### config.mk
export PLATFORM = sky130hd
export DESIGN_NAME = dual_seg_driver
export DESIGN_NICKNAME = d
export VERILOG_FILES = /design/src/rtl/lcd_seg_pkg.sv /design/src/rtl/sync_pipe.sv /design/src/rtl/fall_detect.sv /design/src/rtl/seg_channel.sv /design/src/rtl/level_bank.sv /design/src/rtl/dual_seg_driver.sv
export SDC_FILE = /design/constraint.sdc
export NUM_CORES = 1
export LEC_CHECK = 0
export BUFFER_PORTS_ARGS = -buffer_cell sky130_fd_sc_hd__buf_2
export CORE_ASPECT_RATIO = 1.25
export CORE_MARGIN = 4
export CORE_UTILIZATION = 30
export CTS_BUF_LIST = sky130_fd_sc_hd__clkbuf_2 sky130_fd_sc_hd__clkbuf_4 sky130_fd_sc_hd__clkbuf_8
export CTS_CLUSTER_DIAMETER = 30
export DETAILED_ROUTE_END_ITERATION = 12
export GPL_TIMING_DRIVEN = 0
export PLACE_DENSITY = 0.45
export SETUP_SLACK_MARGIN = 0.5
export SYNTH_ARGS = -nofsm -noshare
export SYNTH_HDL_FRONTEND = slang
export SYNTH_SLANG_ARGS = --single-unit
### constraint.sdc
create_clock -name clk -period 4.2 [get_ports clk]
set_clock_uncertainty 0.2 [all_clocks]
set_input_delay 1.05 -clock clk [delete_from_list [all_inputs] [get_ports clk]]
set_output_delay 1.05 -clock clk [all_outputs]
set_load 0.03 [all_outputs]
### src/rtl/lcd_seg_pkg.sv
package lcd_seg_pkg;

  // Drive level selection per segment
  typedef enum logic [1:0] {
    LV_ON_HI  = 2'b00,  // V1
    LV_ON_LO  = 2'b01,  // V2
    LV_OFF_HI = 2'b10,  // V3
    LV_OFF_LO = 2'b11   // V4
  } lvl_e;

  function automatic lvl_e pick_level(input logic on_bit, input logic phase);
    case ({on_bit, phase})
      2'b11:   return LV_ON_HI;
      2'b10:   return LV_ON_LO;
      2'b01:   return LV_OFF_HI;
      default: return LV_OFF_LO;
    endcase
  endfunction

endpackage

### src/rtl/sync_pipe.sv
module sync_pipe #(
  parameter int WIDTH  = 1,
  parameter int STAGES = 2
) (
  input  logic             clk,
  input  logic             rst,
  input  logic [WIDTH-1:0] d,
  output logic [WIDTH-1:0] q
);

  logic [WIDTH-1:0] stage_q [STAGES];

  always_ff @(posedge clk) begin
    if (rst) begin
      for (int i = 0; i < STAGES; i++) stage_q[i] <= '0;
    end else begin
      stage_q[0] <= d;
      for (int i = 1; i < STAGES; i++) stage_q[i] <= stage_q[i-1];
    end
  end

  assign q = stage_q[STAGES-1];

endmodule

### src/rtl/fall_detect.sv
module fall_detect (
  input  logic clk,
  input  logic rst,
  input  logic lvl,
  output logic fall
);

  logic prev_q;

  always_ff @(posedge clk) begin
    if (rst) prev_q <= 1'b0;
    else     prev_q <= lvl;
  end

  assign fall = prev_q & ~lvl;

  AST_FALL_SINGLE: assert property (@(posedge clk) disable iff (rst)
    fall |=> !fall);

endmodule

### src/rtl/seg_channel.sv
module seg_channel #(
  parameter int W = 40
) (
  input  logic         clk,
  input  logic         rst,
  input  logic         dir,
  input  logic         shift_fire,
  input  logic         latch_fire,
  input  logic         l_in,
  input  logic         r_in,
  output logic [W-1:0] latch_q,
  output logic         l_out,
  output logic         l_oe,
  output logic         r_out,
  output logic         r_oe
);

  logic [W-1:0] sr_q;

  always_ff @(posedge clk) begin
    if (rst) begin
      sr_q <= '0;
    end else if (shift_fire) begin
      if (dir) sr_q <= {r_in, sr_q[W-1:1]};
      else     sr_q <= {sr_q[W-2:0], l_in};
    end
  end

  always_ff @(posedge clk) begin
    if (rst)             latch_q <= '0;
    else if (latch_fire) latch_q <= sr_q;
  end

  assign l_oe  = dir;
  assign r_oe  = ~dir;
  assign l_out = dir & sr_q[0];
  assign r_out = ~dir & sr_q[W-1];

  AST_RESET_CLEAR: assert property (@(posedge clk)
    rst |=> (sr_q == '0 && latch_q == '0));
  AST_SHIFT_HOLD: assert property (@(posedge clk) disable iff (rst)
    !shift_fire |=> $stable(sr_q));
  AST_LATCH_HOLD: assert property (@(posedge clk) disable iff (rst)
    !latch_fire |=> $stable(latch_q));
  AST_LATCH_COPY: assert property (@(posedge clk) disable iff (rst)
    latch_fire |=> latch_q == $past(sr_q));
  AST_SHIFT_DOWN: assert property (@(posedge clk) disable iff (rst)
    (shift_fire && dir && $stable(dir)) |=> sr_q[W-2:0] == $past(sr_q[W-1:1]));
  AST_SHIFT_UP: assert property (@(posedge clk) disable iff (rst)
    (shift_fire && !dir && $stable(dir)) |=> sr_q[W-1:1] == $past(sr_q[W-2:0]));
  AST_CASCADE_OUT: assert property (@(posedge clk) disable iff (rst)
    (shift_fire && !dir && $stable(dir)) |=> (!dir || r_out == $past(sr_q[W-2])));

endmodule

### src/rtl/level_bank.sv
module level_bank
  import lcd_seg_pkg::*;
#(
  parameter int W = 40
) (
  input  logic           clk,
  input  logic           rst,
  input  logic [W-1:0]   bits,
  input  logic           phase,
  output logic [2*W-1:0] codes
);

  for (genvar i = 0; i < W; i++) begin : g_seg
    always_ff @(posedge clk) begin
      if (rst) codes[2*i +: 2] <= LV_OFF_LO;
      else     codes[2*i +: 2] <= pick_level(bits[i], phase);
    end
  end

endmodule

### src/rtl/dual_seg_driver.sv
module dual_seg_driver #(
  parameter int SEG_PER_CH = 40,
  parameter int NUM_CH     = 2,
  parameter int SYNC_DEPTH = 2
) (
  input  logic                           clk,
  input  logic                           rst,
  input  logic                           shift_stb,
  input  logic                           latch_stb,
  input  logic                           alt_in,
  input  logic [NUM_CH-1:0]              dir_sel,
  input  logic [NUM_CH-1:0]              lpin_i,
  input  logic [NUM_CH-1:0]              rpin_i,
  output logic [NUM_CH-1:0]              lpin_o,
  output logic [NUM_CH-1:0]              lpin_oe,
  output logic [NUM_CH-1:0]              rpin_o,
  output logic [NUM_CH-1:0]              rpin_oe,
  output logic [2*SEG_PER_CH*NUM_CH-1:0] seg_lvl
);

  localparam int SYNC_W = 3 + 2*NUM_CH;

  logic [SYNC_W-1:0] raw_in, sync_out;
  logic              shift_s, latch_s, alt_s;
  logic [NUM_CH-1:0] lin_s, rin_s;
  logic              shift_fire, latch_fire;

  assign raw_in = {alt_in, latch_stb, shift_stb, rpin_i, lpin_i};

  sync_pipe #(.WIDTH(SYNC_W), .STAGES(SYNC_DEPTH)) u_sync (
    .clk (clk),
    .rst (rst),
    .d   (raw_in),
    .q   (sync_out)
  );

  assign {alt_s, latch_s, shift_s, rin_s, lin_s} = sync_out;

  fall_detect u_shift_edge (.clk(clk), .rst(rst), .lvl(shift_s), .fall(shift_fire));
  fall_detect u_latch_edge (.clk(clk), .rst(rst), .lvl(latch_s), .fall(latch_fire));

  for (genvar c = 0; c < NUM_CH; c++) begin : g_ch
    logic [SEG_PER_CH-1:0] lat;

    seg_channel #(.W(SEG_PER_CH)) u_chan (
      .clk        (clk),
      .rst        (rst),
      .dir        (dir_sel[c]),
      .shift_fire (shift_fire),
      .latch_fire (latch_fire),
      .l_in       (lin_s[c]),
      .r_in       (rin_s[c]),
      .latch_q    (lat),
      .l_out      (lpin_o[c]),
      .l_oe       (lpin_oe[c]),
      .r_out      (rpin_o[c]),
      .r_oe       (rpin_oe[c])
    );

    level_bank #(.W(SEG_PER_CH)) u_lvl (
      .clk   (clk),
      .rst   (rst),
      .bits  (lat),
      .phase (alt_s),
      .codes (seg_lvl[2*SEG_PER_CH*c +: 2*SEG_PER_CH])
    );

    AST_PIN_ROLES: assert property (@(posedge clk) disable iff (rst)
      lpin_oe[c] != rpin_oe[c]);
  end

endmodule

Yosys cells after proc, flatten, opt, wreduce, memory -nomap -nowiden
Memories as Yosys holds them, arrays and structs flattened.
Index checks and enable logic that the tools add are counted.
- equality and inequality tests: 240
- multiplexer cells: 87
- bitwise operators: 12
- operators by type and width (operator ; number):
    case mux 2 bit (3 select lines) ; 80
    == test 2 bit, second input constant ; 160
    == test 2 x 1 -> 1 bit, second input constant ; 80
    2-to-1 mux 40 bit ; 2
    2-to-1 mux 7 bit ; 2
    bitwise AND 1 bit ; 6
    NOT 1 bit ; 4
    2-to-1 mux 1 bit ; 3
    bitwise OR 1 bit ; 2
- register bits after elaboration: 322
- memory bits (writable): 14
- input port bits: 11
- output and inout bits: 168
- logic and storage cells: 426
- memories kept: 1
- memories (memory ; words ; width ; read ports ; clocked after Yosys merged registers in ; write ports ; line ; RTL):
    u_sync.stage_q ; 2 ; 7 ; 2 ; 0 ; 2 ; sync_pipe.sv:11 ; logic [WIDTH-1:0] stage_q [STAGES];

Logic depth before layout (Yosys ltp)
- depth after elaboration: 3
- mapped depth: 6
- mapped depth without buffers: 3

Modules after synthesis
A second synthesis with hierarchy kept.
- cell total of the unflattened synthesis: 1010
- area, all modules: 11260.8 sq um
- by module, submodules not included (module ; times used ; cells each ; area each (sq um) ; sequential area each (sq um)):
    seg_channel ; 2 ; 312 ; 3205.6 ; 1601.5
    level_bank ; 2 ; 172 ; 2159.6 ; 1601.5
    sync_pipe ; 1 ; 36 ; 460.4 ; 280.3
    fall_detect ; 2 ; 3 ; 35.0 ; 20.0

Least setup slack after synthesis
Ideal clock, no wire load.
- kind: input to output
- start: input port dir_sel[0]
- end: output port lpin_o[0]
- data arrival time: 1.674 ns
- required time: 2.950 ns
- path slack: 1.276 ns
- stages on the path: 4
- buffers on the path: 3
- cells stage by stage: buf_4 -> buf_4 -> and2_1 -> buf_4
- word-level cells in the longest chain between the ends: 1
- ends and longest elaborated chain (element ; line ; RTL):
    start, declared ; dual_seg_driver.sv:11 ; input logic [NUM_CH-1:0] dir_sel,
    bitwise AND 1 bit ; seg_channel.sv:36 ; assign l_out = dir & sr_q[0];
    end, declared ; dual_seg_driver.sv:14 ; output logic [NUM_CH-1:0] lpin_o,
Every way passes these cells.

Final worst setup path
- start: input port dir_sel[1]
- end: output port rpin_o[1]
- word-level cells in the longest chain between the ends: 2
- ends and longest elaborated chain (element ; line ; RTL):
    NOT 1 bit ; seg_channel.sv:37 ; assign r_out = ~dir & sr_q[W-1];
    bitwise AND 1 bit ; seg_channel.sv:37 ;
    end, declared ; dual_seg_driver.sv:16 ; output logic [NUM_CH-1:0] rpin_o,
Every way passes these cells.

==> flow_summary.ini <==
[outcome]
status = finished, final reports clean

[setup_path]
reg2reg_slack_ns = 2.71
crit_required_ns = 2.95
critPathKind = in2out
worst_setup_path_start_kind = input port
endpoint_kind = output port
reg2reg_depth = 5
arrival_ns = 1.97
crit_fanout = 10

[grt]
grt_max_degree = 11
grt_pass1_vias = 8354
grt_pass1_wl_um = 42070
grt_util_met1 = 0.1450
grtUsageTotal = 0.1261
overflow = 0
grt-busiest-layer = met2
grtUsageMet3 = 0.04659
gr-usage-met2 = 0.2076
antenna_found_initial = 0

[place]
io_buffers = 175
hpwlAfterDp_um = 17480
routabilityCongestion = 0.6916

[logic_synthesis]
yosysUniqueCellTypes = 17
syn_nets = 1111
avgSynthCellArea_um2 = 10.22
synth-seq-cells = 336
syn-cell-area_mm2 = 0.01125
synth_warnings = 0
syn_inst = 1100
ys_seq_area_frac = 0.5981

[timing]
tns_ns = 0
min_period_ns = 3.221
holdWs_ns = 0.1855
fmax_mhz = 310.5
setup_violations = 0
finalHoldViolCount = 0
report.final.slew_viol_count = 0
slew_headroom = 0.5371
fin_crit_sh = 0.7669
rsz0062_at_grt = no
worst_pin_slew_ns = 0.6943

[die]
fp-row-count = 79
pin_count = 179
coreArea_mm2 = 0.03717
start_util = 0.3026
die_y_um = 224.5
die_x_um = 181.2
dieArea_mm2 = 0.04067

[routing]
dr.pass1.iters = 4
drcViolationCount = 0
postRouteAntennaNets = 0
wire_per_inst_um = 13.74
drt-total-wl_um = 26060
viasPerCell = 4.187
drt_iter0_markers = 277
vias = 7942

[worst_hold_path]
hold_path_depth = 1
hold_path_class = reg2reg

[final_layout]
multiInputGateArea_mm2 = 0.003950
seq_area_mm2 = 0.006726
drive_above_1_share = 0.2799
final_nets = 1362
antenna_cells = 0
fin_util = 0.3918
area_growth_pct = 29.47
nFillCells = 3856

[power]
p_per_area_mw_per_mm2 = 543.1
peakVddDrop_mv = 0.2740
power.leakage_nw = 5.342

[cts]
cts_resized = 0
postCtsSetupRepairBufs = 0
cts-root-buf = clkbuf_8
cts.clk_slew.worst_paths_ns = 0.05
cts.sinks = 336
cts-buffers-inserted = 74
htree_levels = 3
holdBufCountCts = 0
insertion_delay_ns = 0.61
cts_tree = done
clk_path_buf_depth = 3

[run]
max_cap_violations = 0
-- state kept, by name (all words and copies together) (netlist names) --
signal	cells
g_ch.u_chan.latch_q	80
g_ch.u_chan.sr_q	80
u_shift_edge.prev_q	1
u_latch_edge.prev_q	1
u_sync.stage_q	14
g_ch.u_lvl.codes	160
-- per-layer routing --
metal / vias to the layer above / part of all wire / wire length, um
li1: 4110 / - / -
met1: 3592 / 0.42 / 11050
met2: 192 / 0.47 / 12370
met5: - / 0 / 0
met4: 0 / 0.023 / 604
met3: 48 / 0.078 / 2030
-- Yosys cell counts, drive strengths merged --
cell type	count	area, um^2
a21oi	80	400.4
dfxtp	336	6726
mux2i	80	800.8
nor2	80	300.3
and2	2	12.51
nor2b	20	127.6
inv	2	7.510
nand2b	161	1007
nand2	160	600.6
a211oi	80	700.7
clkbuf	33	123.9
buf	66	439.2
-- power breakdown --
part	internal (mW)	leakage [nW]	total [mW]	switching, mW
combinational	0.124	1.69	0.327	0.203
clock	2.77	0.928	4.30	1.52
sequential	3.25	2.73	3.29	0.0383
-- kinds of logic (layout without fill, tap and decap cells) --
group                  Yosys count  after routing  synth area share
AO/OA/AOI/OAI                  160            160           0.09790
buffers and inverters          101            412           0.05073
AND/OR/NAND/NOR                423            423            0.1821
multiplexers                    80             80           0.07120
flip-flops                     336            336            0.5981
-- area by class of cell --
class,instances,share of cell area
Timing Repair Buffer,175,0.06015
Inverter,2,0.0005156
Clock buffer,103,0.09220
Buffer,99,0.03867
Clock inverter,33,0.03351
Sequential cell,336,0.4619
Multi-Input combinational cell,663,0.2713
Tap cell,486,0.04176
-- worst max-delay path: stages --
cell	delay, ns
buf_4	0.16
buf_4	0.20
nor2b_1	0.23
buf_4	0.15
buf_2	0.18
-- stage by stage --
stage / setup slack (ns) / power, mW / instance area, um^2 / std cells
floorplan: 1.276 / 3.592 / 11250 / 1100
global placement: 0.9782 / 3.684 / 12730 / 1761
detailed placement: 0.9809 / 3.686 / 12730 / 1761
CTS: 0.9807 / 8.065 / 14560 / 1897
global route: 0.9227 / 8.245 / 14560 / 1897
finish: 0.9789 / 7.909 / 14560 / 1897
-- placed cells by master (no fill, tap or decap), types with 5 or more instances in the layout --
cell / synthesis / final
dfxtp_1: 336 / 336
buf_2: 33 / 208
nand2b_1: 161 / 161
nand2_1: 160 / 160
clkbuf_8: 0 / 91
mux2i_1: 80 / 80
nor2_1: 80 / 80
a21oi_1: 80 / 80
a211oi_1: 60 / 60
clkbuf_1: 33 / 33
buf_4: 20 / 20
a211oi_2: 20 / 20
nor2b_1: 19 / 19
clkbuf_4: 0 / 12
bufinv_16: 0 / 11
buf_6: 10 / 10
clkinvlp_4: 0 / 7
clkinv_2: 0 / 7
clkinv_4: 0 / 5
-- final timing paths --
kind,from,to
max,dir_sel[1],rpin_o[1]
min reg2reg,g_ch[0].u_chan.latch_q[38]$_SDFFE_PP0P_,g_ch[0].u_lvl.codes[77]$_SDFF_PP1_
min,g_ch[0].u_chan.latch_q[38]$_SDFFE_PP0P_,g_ch[0].u_lvl.codes[77]$_SDFF_PP1_
max reg2reg,u_sync.stage_q[0][12]$_SDFF_PP0_,g_ch[1].u_chan.latch_q[37]$_SDFFE_PP0P_
Note: power is estimated with default switching activity, not from simulation.
